## config.mk

```make
export PLATFORM = sky130hd
export DESIGN_NAME = xmem_split
export DESIGN_NICKNAME = d
export VERILOG_FILES = /design/src/rtl/xms_pkg.sv /design/src/rtl/xms_legal_chk.sv /design/src/rtl/xms_lane_gen.sv /design/src/rtl/xms_seq.sv /design/src/rtl/xmem_split.sv
export SDC_FILE = /design/constraint.sdc
export NUM_CORES = 1
export LEC_CHECK = 0
export BUFFER_PORTS_ARGS = -buffer_cell sky130_fd_sc_hd__buf_2
export CORE_MARGIN = 5
export CORE_UTILIZATION = 51
export DETAILED_ROUTE_END_ITERATION = 6
export PLACE_DENSITY = 0.8
export SLEW_MARGIN = 20
export SYNTH_ARGS = -nofsm -noshare
export SYNTH_HDL_FRONTEND = slang
export SYNTH_SLANG_ARGS = --single-unit
```

## constraint.sdc

```tcl
create_clock -name clk -period 4.5 [get_ports clk]
set_input_delay 0.45 -clock clk [delete_from_list [all_inputs] [get_ports clk]]
set_output_delay 0.45 -clock clk [all_outputs]
set_load 0.05 [all_outputs]
```

## src/rtl/xms_pkg.sv

```systemverilog
package xms_pkg;
  typedef enum logic [1:0] {
    SZ_BYTE = 2'd0,
    SZ_HALF = 2'd1,
    SZ_WORD = 2'd2,
    SZ_RSVD = 2'd3
  } xms_size_e;

  typedef enum logic [1:0] {
    MD_ASYNC = 2'd0,
    MD_PAGE  = 2'd1,
    MD_SYNC  = 2'd2,
    MD_RSVD  = 2'd3
  } xms_mode_e;

  typedef enum logic {
    DEV_NOR   = 1'b0,
    DEV_PSRAM = 1'b1
  } xms_dev_e;

  typedef enum logic [1:0] {
    ST_IDLE   = 2'd0,
    ST_FIRST  = 2'd1,
    ST_SECOND = 2'd2
  } xms_state_e;
endpackage

```

## src/rtl/xms_legal_chk.sv

```systemverilog
module xms_legal_chk
  import xms_pkg::*;
(
  input  logic       write,
  input  xms_size_e  size,
  input  xms_dev_e   dev,
  input  xms_mode_e  mode,
  input  logic [1:0] addr_lo,
  output logic       ok
);
  logic table_ok;
  logic aligned;

  always_comb begin
    case (size)
      SZ_BYTE: aligned = 1'b1;
      SZ_HALF: aligned = ~addr_lo[0];
      SZ_WORD: aligned = (addr_lo == 2'b00);
      default: aligned = 1'b0;
    endcase
  end

  always_comb begin
    table_ok = 1'b0;
    case (mode)
      MD_ASYNC: table_ok = ~(write && (size == SZ_BYTE) && (dev == DEV_NOR));
      MD_SYNC: begin
        if (write) table_ok = (dev == DEV_PSRAM);
        else       table_ok = (size != SZ_BYTE);
      end
      default: table_ok = 1'b0;
    endcase
  end

  assign ok = table_ok && aligned && (size != SZ_RSVD);
endmodule

```

## src/rtl/xms_lane_gen.sv

```systemverilog
module xms_lane_gen
  import xms_pkg::*;
#(
  parameter int AW  = 26,
  parameter int DW  = 32,
  parameter int NCS = 4,
  localparam int HW  = DW / 2,
  localparam int CSW = $clog2(NCS)
) (
  input  logic           active,
  input  logic           second,
  input  xms_size_e      size,
  input  logic [AW-1:0]  addr,
  input  logic [DW-1:0]  wdata,
  input  logic [CSW-1:0] bank,
  output logic [AW-1:0]  mem_addr,
  output logic [HW-1:0]  mem_wdata,
  output logic [1:0]     bl_n,
  output logic [NCS-1:0] cs_n
);
  assign mem_addr = second ? {addr[AW-1:2], 2'b10} : addr;

  always_comb begin
    case (size)
      SZ_BYTE: mem_wdata = {wdata[7:0], wdata[7:0]};
      SZ_WORD: mem_wdata = second ? wdata[DW-1:HW] : wdata[HW-1:0];
      default: mem_wdata = wdata[HW-1:0];
    endcase
  end

  always_comb begin
    if (!active)               bl_n = 2'b11;
    else if (size == SZ_BYTE)  bl_n = addr[0] ? 2'b01 : 2'b10;
    else                       bl_n = 2'b00;
  end

  for (genvar g = 0; g < NCS; g++) begin : g_cs
    assign cs_n[g] = ~(active && (bank == CSW'(g)));
  end

  always_comb begin

    if (active) lane_on_chk: assert (bl_n != 2'b11);

    if (active) cs_single_chk: assert ($countones(~cs_n) == 1);
    else if (!active) cs_quiet_chk: assert (&cs_n);
  end
endmodule

```

## src/rtl/xms_seq.sv

```systemverilog
module xms_seq
  import xms_pkg::*;
#(
  parameter int DW = 32,
  localparam int HW = DW / 2
) (
  input  logic          clk,
  input  logic          rst_n,
  input  logic          req_valid,
  input  logic          req_ok,
  input  xms_size_e     size_q,
  input  logic          write_q,
  input  logic          addr0_q,
  input  logic          mem_ack,
  input  logic [HW-1:0] mem_rdata,
  output logic          req_ready,
  output logic          mem_valid,
  output logic          second,
  output logic          rsp_valid,
  output logic          rsp_err,
  output logic [DW-1:0] rsp_rdata
);
  xms_state_e    state_q, state_d;
  logic [HW-1:0] lo_q;
  logic          lo_en;
  logic          rsp_v_d, rsp_e_d;
  logic [DW-1:0] rdata_d;
  logic [DW-1:0] narrow;

  always_comb begin
    case (size_q)
      SZ_BYTE: narrow = {{(DW-8){1'b0}}, addr0_q ? mem_rdata[15:8] : mem_rdata[7:0]};
      default: narrow = {{(DW-HW){1'b0}}, mem_rdata};
    endcase
  end

  always_comb begin
    state_d = state_q;
    lo_en   = 1'b0;
    rsp_v_d = 1'b0;
    rsp_e_d = 1'b0;
    rdata_d = '0;
    case (state_q)
      ST_IDLE: begin
        if (req_valid) begin
          if (req_ok) begin
            state_d = ST_FIRST;
          end else begin
            rsp_v_d = 1'b1;
            rsp_e_d = 1'b1;
          end
        end
      end
      ST_FIRST: begin
        if (mem_ack) begin
          if (size_q == SZ_WORD) begin
            state_d = ST_SECOND;
            lo_en   = 1'b1;
          end else begin
            state_d = ST_IDLE;
            rsp_v_d = 1'b1;
            rdata_d = write_q ? '0 : narrow;
          end
        end
      end
      ST_SECOND: begin
        if (mem_ack) begin
          state_d = ST_IDLE;
          rsp_v_d = 1'b1;
          rdata_d = write_q ? '0 : {mem_rdata, lo_q};
        end
      end
      default: state_d = ST_IDLE;
    endcase
  end

  always_ff @(posedge clk or negedge rst_n) begin
    if (!rst_n) begin
      state_q   <= ST_IDLE;
      rsp_valid <= 1'b0;
      rsp_err   <= 1'b0;
    end else begin
      state_q   <= state_d;
      rsp_valid <= rsp_v_d;
      rsp_err   <= rsp_e_d;
    end
  end

  always_ff @(posedge clk or negedge rst_n) begin
    if (!rst_n)       lo_q <= '0;
    else if (lo_en)   lo_q <= mem_rdata;
  end

  always_ff @(posedge clk or negedge rst_n) begin
    if (!rst_n)        rsp_rdata <= '0;
    else if (rsp_v_d)  rsp_rdata <= rdata_d;
  end

  assign req_ready = (state_q == ST_IDLE);
  assign mem_valid = (state_q != ST_IDLE);
  assign second    = (state_q == ST_SECOND);


  ok_after_ack_chk: assert property (@(posedge clk) disable iff (!rst_n)
    rsp_valid && !rsp_err |-> $past(mem_ack));


  stall_keep_chk: assert property (@(posedge clk) disable iff (!rst_n)
    mem_valid && !mem_ack |=> mem_valid && !req_ready);
endmodule

```

## src/rtl/xmem_split.sv

```systemverilog
module xmem_split
  import xms_pkg::*;
#(
  parameter int AW  = 26,
  parameter int DW  = 32,
  parameter int NCS = 4,
  localparam int HW  = DW / 2,
  localparam int CSW = $clog2(NCS)
) (
  input  logic           clk,
  input  logic           rst_n,
  input  logic           req_valid,
  output logic           req_ready,
  input  logic           req_write,
  input  logic [1:0]     req_size,
  input  logic           req_dev,
  input  logic [1:0]     req_mode,
  input  logic [CSW-1:0] req_bank,
  input  logic [AW-1:0]  req_addr,
  input  logic [DW-1:0]  req_wdata,
  output logic           rsp_valid,
  output logic           rsp_err,
  output logic [DW-1:0]  rsp_rdata,
  output logic           mem_valid,
  input  logic           mem_ack,
  output logic           mem_write,
  output logic [AW-1:0]  mem_addr,
  output logic [HW-1:0]  mem_wdata,
  input  logic [HW-1:0]  mem_rdata,
  output logic [1:0]     mem_bl_n,
  output logic [NCS-1:0] mem_cs_n
);
  logic [1:0]     rst_sync_q;
  logic           rst_i_n;
  logic           req_ok;
  logic           take;
  logic           second;
  logic           write_q;
  xms_size_e      size_q;
  logic [AW-1:0]  addr_q;
  logic [DW-1:0]  wdata_q;
  logic [CSW-1:0] bank_q;

  always_ff @(posedge clk or negedge rst_n) begin
    if (!rst_n) rst_sync_q <= 2'b00;
    else        rst_sync_q <= {rst_sync_q[0], 1'b1};
  end
  assign rst_i_n = rst_sync_q[1];

  assign take = req_valid && req_ready;

  always_ff @(posedge clk or negedge rst_i_n) begin
    if (!rst_i_n) begin
      write_q <= 1'b0;
      size_q  <= SZ_BYTE;
      addr_q  <= '0;
      wdata_q <= '0;
      bank_q  <= '0;
    end else if (take) begin
      write_q <= req_write;
      size_q  <= xms_size_e'(req_size);
      addr_q  <= req_addr;
      wdata_q <= req_wdata;
      bank_q  <= req_bank;
    end
  end

  xms_legal_chk u_legal (
    .write   (req_write),
    .size    (xms_size_e'(req_size)),
    .dev     (xms_dev_e'(req_dev)),
    .mode    (xms_mode_e'(req_mode)),
    .addr_lo (req_addr[1:0]),
    .ok      (req_ok)
  );

  xms_seq #(.DW(DW)) u_seq (
    .clk       (clk),
    .rst_n     (rst_i_n),
    .req_valid (req_valid),
    .req_ok    (req_ok),
    .size_q    (size_q),
    .write_q   (write_q),
    .addr0_q   (addr_q[0]),
    .mem_ack   (mem_ack),
    .mem_rdata (mem_rdata),
    .req_ready (req_ready),
    .mem_valid (mem_valid),
    .second    (second),
    .rsp_valid (rsp_valid),
    .rsp_err   (rsp_err),
    .rsp_rdata (rsp_rdata)
  );

  xms_lane_gen #(.AW(AW), .DW(DW), .NCS(NCS)) u_lane (
    .active    (mem_valid),
    .second    (second),
    .size      (size_q),
    .addr      (addr_q),
    .wdata     (wdata_q),
    .bank      (bank_q),
    .mem_addr  (mem_addr),
    .mem_wdata (mem_wdata),
    .bl_n      (mem_bl_n),
    .cs_n      (mem_cs_n)
  );

  assign mem_write = write_q;


  rej_no_access_chk: assert property (@(posedge clk) disable iff (!rst_i_n)
    rsp_valid && rsp_err |-> !mem_valid);


  split_step_chk: assert property (@(posedge clk) disable iff (!rst_i_n)
    $rose(second) |-> mem_addr == $past(mem_addr) + AW'(2));


  hold_addr_chk: assert property (@(posedge clk) disable iff (!rst_i_n)
    mem_valid && !mem_ack |=> $stable(mem_addr) && $stable(mem_wdata));


  page_rej_chk: assert property (@(posedge clk) disable iff (!rst_i_n)
    take && (req_mode == 2'd1) |=> !mem_valid);
endmodule

```

==> results.yml <==
synth:
  synth-simple-area-share_pct: 4.84
  synth.largest_area_cell: "dfrtp_1"
  synth_xor_area_share_pct: 0
  synth_seq_area_share_pct: 53.7
  yosysMostFrequentCell: "dfrtp_1"
  ys_seq_elements: 117
  synthMuxAreaShare_pct: 26.7
  synth_compound_area_share_pct: 6.54
  synth_top_family_by_area: "multiplexers"
  synthAdderAreaFrac_pct: 0.917
  post_synth.cell_area_avg_um2: 12.8
  yosys-top-cells-count: "dfrtp_1, mux2_2, buf_4, mux2i_1, nand2_1"
  synthCells: 427
  synth.yosys.warnings: 0
  synth_edf_count: 0
  syn_nets: 517
  async_reset_ff_share_pct: 100
  synthFlopType: "dfrtp_1"
  synth_cell_types: 37
  synth.top_cells.by_area: "dfrtp_1, mux2_2, mux2i_1"
  netlist_area_um2: 5460
  synth.top_cell.area_share_pct: 53.7
floorplanning:
  ioPinCount: 171
  rows: 37
  die_area_um2: 12900
  fp.dieW_um: 113
  chipHeight_um: 113
  start_util_pct: 52.6
  core_area_um2: 10400
job:
  cap_violations: 0
timing:
  fmax_mhz: 334
  rsz0062_at_grt: "false"
  finalCriticalPeriod_ns: 2.99
  final-setup-viol-count: 0
  relSlewSlack_pct: 31.3
  min_period_over_period_pct: 66.5
  drv_slew: 0
  clock_skew_ns: 0.00664
  worstMarginPinSlew_ns: 1.03
  final-hold-violation-count: 0
  setup_tns_ns: 0
detailed_routing:
  drt_pre_antenna_iters: 4
  wl_um: 13000
  via_per_inst: 5.33
  num_vias: 3839
  drt-initial-drc-count: 255
  route.detailed.drc: 0
  ant_nets: 0
  wl_per_cell_um: 18.0
power:
  cellPowerDensity_nw_per_um2: 816
  leakagePower_nw: 3.25
  p_comb_share_pct: 47.2
  clockPowerShare_pct: 21.8
  p_sw_mw: 2.45
  ir_drop_uv: 617
  p_int_mw: 3.08
  pwr-share-seq_pct: 31.0
  swShare_pct: 44.3
critical_path:
  endpoint_kind: "primary output"
  ff2ff_path_depth: 6
  worst_ep_arrival_time_ns: 2.54
  reg2reg_to: "u_seq.rsp_rdata[2]"
  startpoint_type: "register"
  cp.required_ns: 4.05
  worstReg2RegStart: "u_seq.state_q[0]"
  crit_fanout: 15
  rrSetupSlack_ns: 1.71
  critPathKind: "register to primary output"
hold_path:
  hp-class: "input pin to register"
  worstHoldEndpoint: "wdata_q[22]"
  hp-start: "req_wdata[22]"
  whs_path_depth: 2
cells_and_area:
  seq_area_um2: 2930
  multi_input_area_um2: 2140
  drive_gt1_share_pct: 53.5
  post-route-util_pct: 65.3
  synthToLayoutAreaGrowth_pct: 24.1
  fill_cells: 795
  layout.nets: 663
cts:
  cts_inserted_buffers: 17
  clock_path_buffers: 2
  htreeDepth: 4
  clk_latency_ns: 0.51
  cts-root-buf: "clkbuf_8"
  clock_sinks: 117
  cts_tree: "yes"
  cts.clk_slew.worst_paths_ns: 0.05
  cts_resized: 0
place:
  numPortBuffers: 170
  gp_congestion: 0.827
  hpwl_um: 9340
grt:
  gr-total-overflow: 0
  antenna_found_initial: 3
  first_global_vias: 4206
  grt_max_degree: 83
  grt_pass1_wl_um: 21000
  grt_util_all_layers_pct: 20.7
status:
  outcome: "finished, final reports clean"
-- cell type report --
cell class	instances	area share [%]
tap	136	2.51
inverter	23	1.27
clock buffer	24	7.09
sequential	117	43.3
timing repair buffer	175	13.4
clock inverter	5	0.739
antenna	1	0.0369
multi-input combinational	239	31.6
-- flip-flops by register name (all words and copies together), names as in the netlist --
signal and flops:
addr_q 26, bank_q 2, mem_write 1, rst_sync_q 2, size_q 2, u_seq.lo_q 16, u_seq.rsp_err 1, u_seq.rsp_rdata 32
u_seq.rsp_valid 1, u_seq.state_q 2, wdata_q 32
-- power by group through the flow --
stage / clock network [mW] / registers, mW / logic [mW]
after floorplan: 0 / 1.72 / 2.21
after global placement: 0 / 1.70 / 2.55
after detailed placement: 0 / 1.73 / 2.60
after CTS: 1.23 / 1.72 / 2.62
after global routing: 1.29 / 1.76 / 2.75
final: 1.21 / 1.71 / 2.61
-- logic make-up after synthesis --
family          after synthesis
compound gates               51
other cells                   1
mux                         128
simple gates                 55
fa+ha+maj                     4
flops                       117
buf+inv                      71
-- placed cells by master (no fill, tap or decap), types with 2 or more instances in the layout --
cell and instances:
dfrtp_1 116, o21bai_1 2, a21oi_1 9, mux2_4 13, nand3_1 3, inv_1 22
mux2_2 90, clkbuf_16 16, ha_1 4, o2bb2ai_1 8, mux2i_1 25, buf_4 3
clkbuf_1 3, or3_1 3, clkbuf_8 5, or2_2 3, o22ai_1 16, buf_2 170
nor2_1 10, nor3_1 2, nand2b_1 3, clkinv_2 4, a22oi_1 8, nor2b_1 3
nand2_1 23, o211ai_1 2
-- per-stage QoR --
step                area [um2]  worst slack (ns)  instances  hold WS [ns]  total power [mW]
floorplan                 5460             0.999        427         0.154              3.94
global placement          6200              1.85        688         0.236              4.25
detailed placement        6200              1.73        688         0.243              4.33
CTS                       6740              1.49        718         0.153              5.56
global route              6770              1.35        720         0.147              5.80
finish                    6770              1.51        720         0.166              5.53
-- routing by layer --
| layer | global-route usage, % | part of all wire (%) | vias up | wire [um] |
|---|---|---|---|---|
| li1 | - | - | 1757 | - |
| met1 | 24.9 | 39 | 1904 | 5070 |
| met2 | 34.4 | 50 | 153 | 6490 |
| met3 | 8.01 | 9.3 | 21 | 1210 |
| met4 | 6.89 | 1.4 | 4 | 179 |
| met5 | 0 | 0.16 | - | 21 |
-- how the worst max path moves through the flow --
stage	start	endpoint	slack [ns]	cells after the start
final	u_seq.state_q[0]	mem_wdata[0]	1.51	5
after global routing	size_q[1]	mem_wdata[3]	1.35	4
after CTS	u_seq.state_q[0]	mem_wdata[0]	1.49	5
after detailed placement	u_seq.state_q[0]	u_seq.rsp_rdata[2]	1.73	6
after global placement	u_seq.state_q[0]	u_seq.rsp_rdata[2]	1.85	6
after floorplan	rst_sync_q[1]	addr_q[0]	1.0	0
-- timing repair --
item / in CTS / in global routing
buffers inserted: 0 / 0
hold buffers: 1 / 0
setup endpoints to repair: 0 / 0
endpoints found under the hold margin: 2 / 0
-- critical path, stage by stage, from the launching register on --
cell	delay, ns
dfrtp_1	0.42
inv_1	0.10
ha_1	0.49
nand2_1	0.41
mux2_2	0.39
buf_2	0.21
Note: power is estimated with default switching activity, not from simulation.
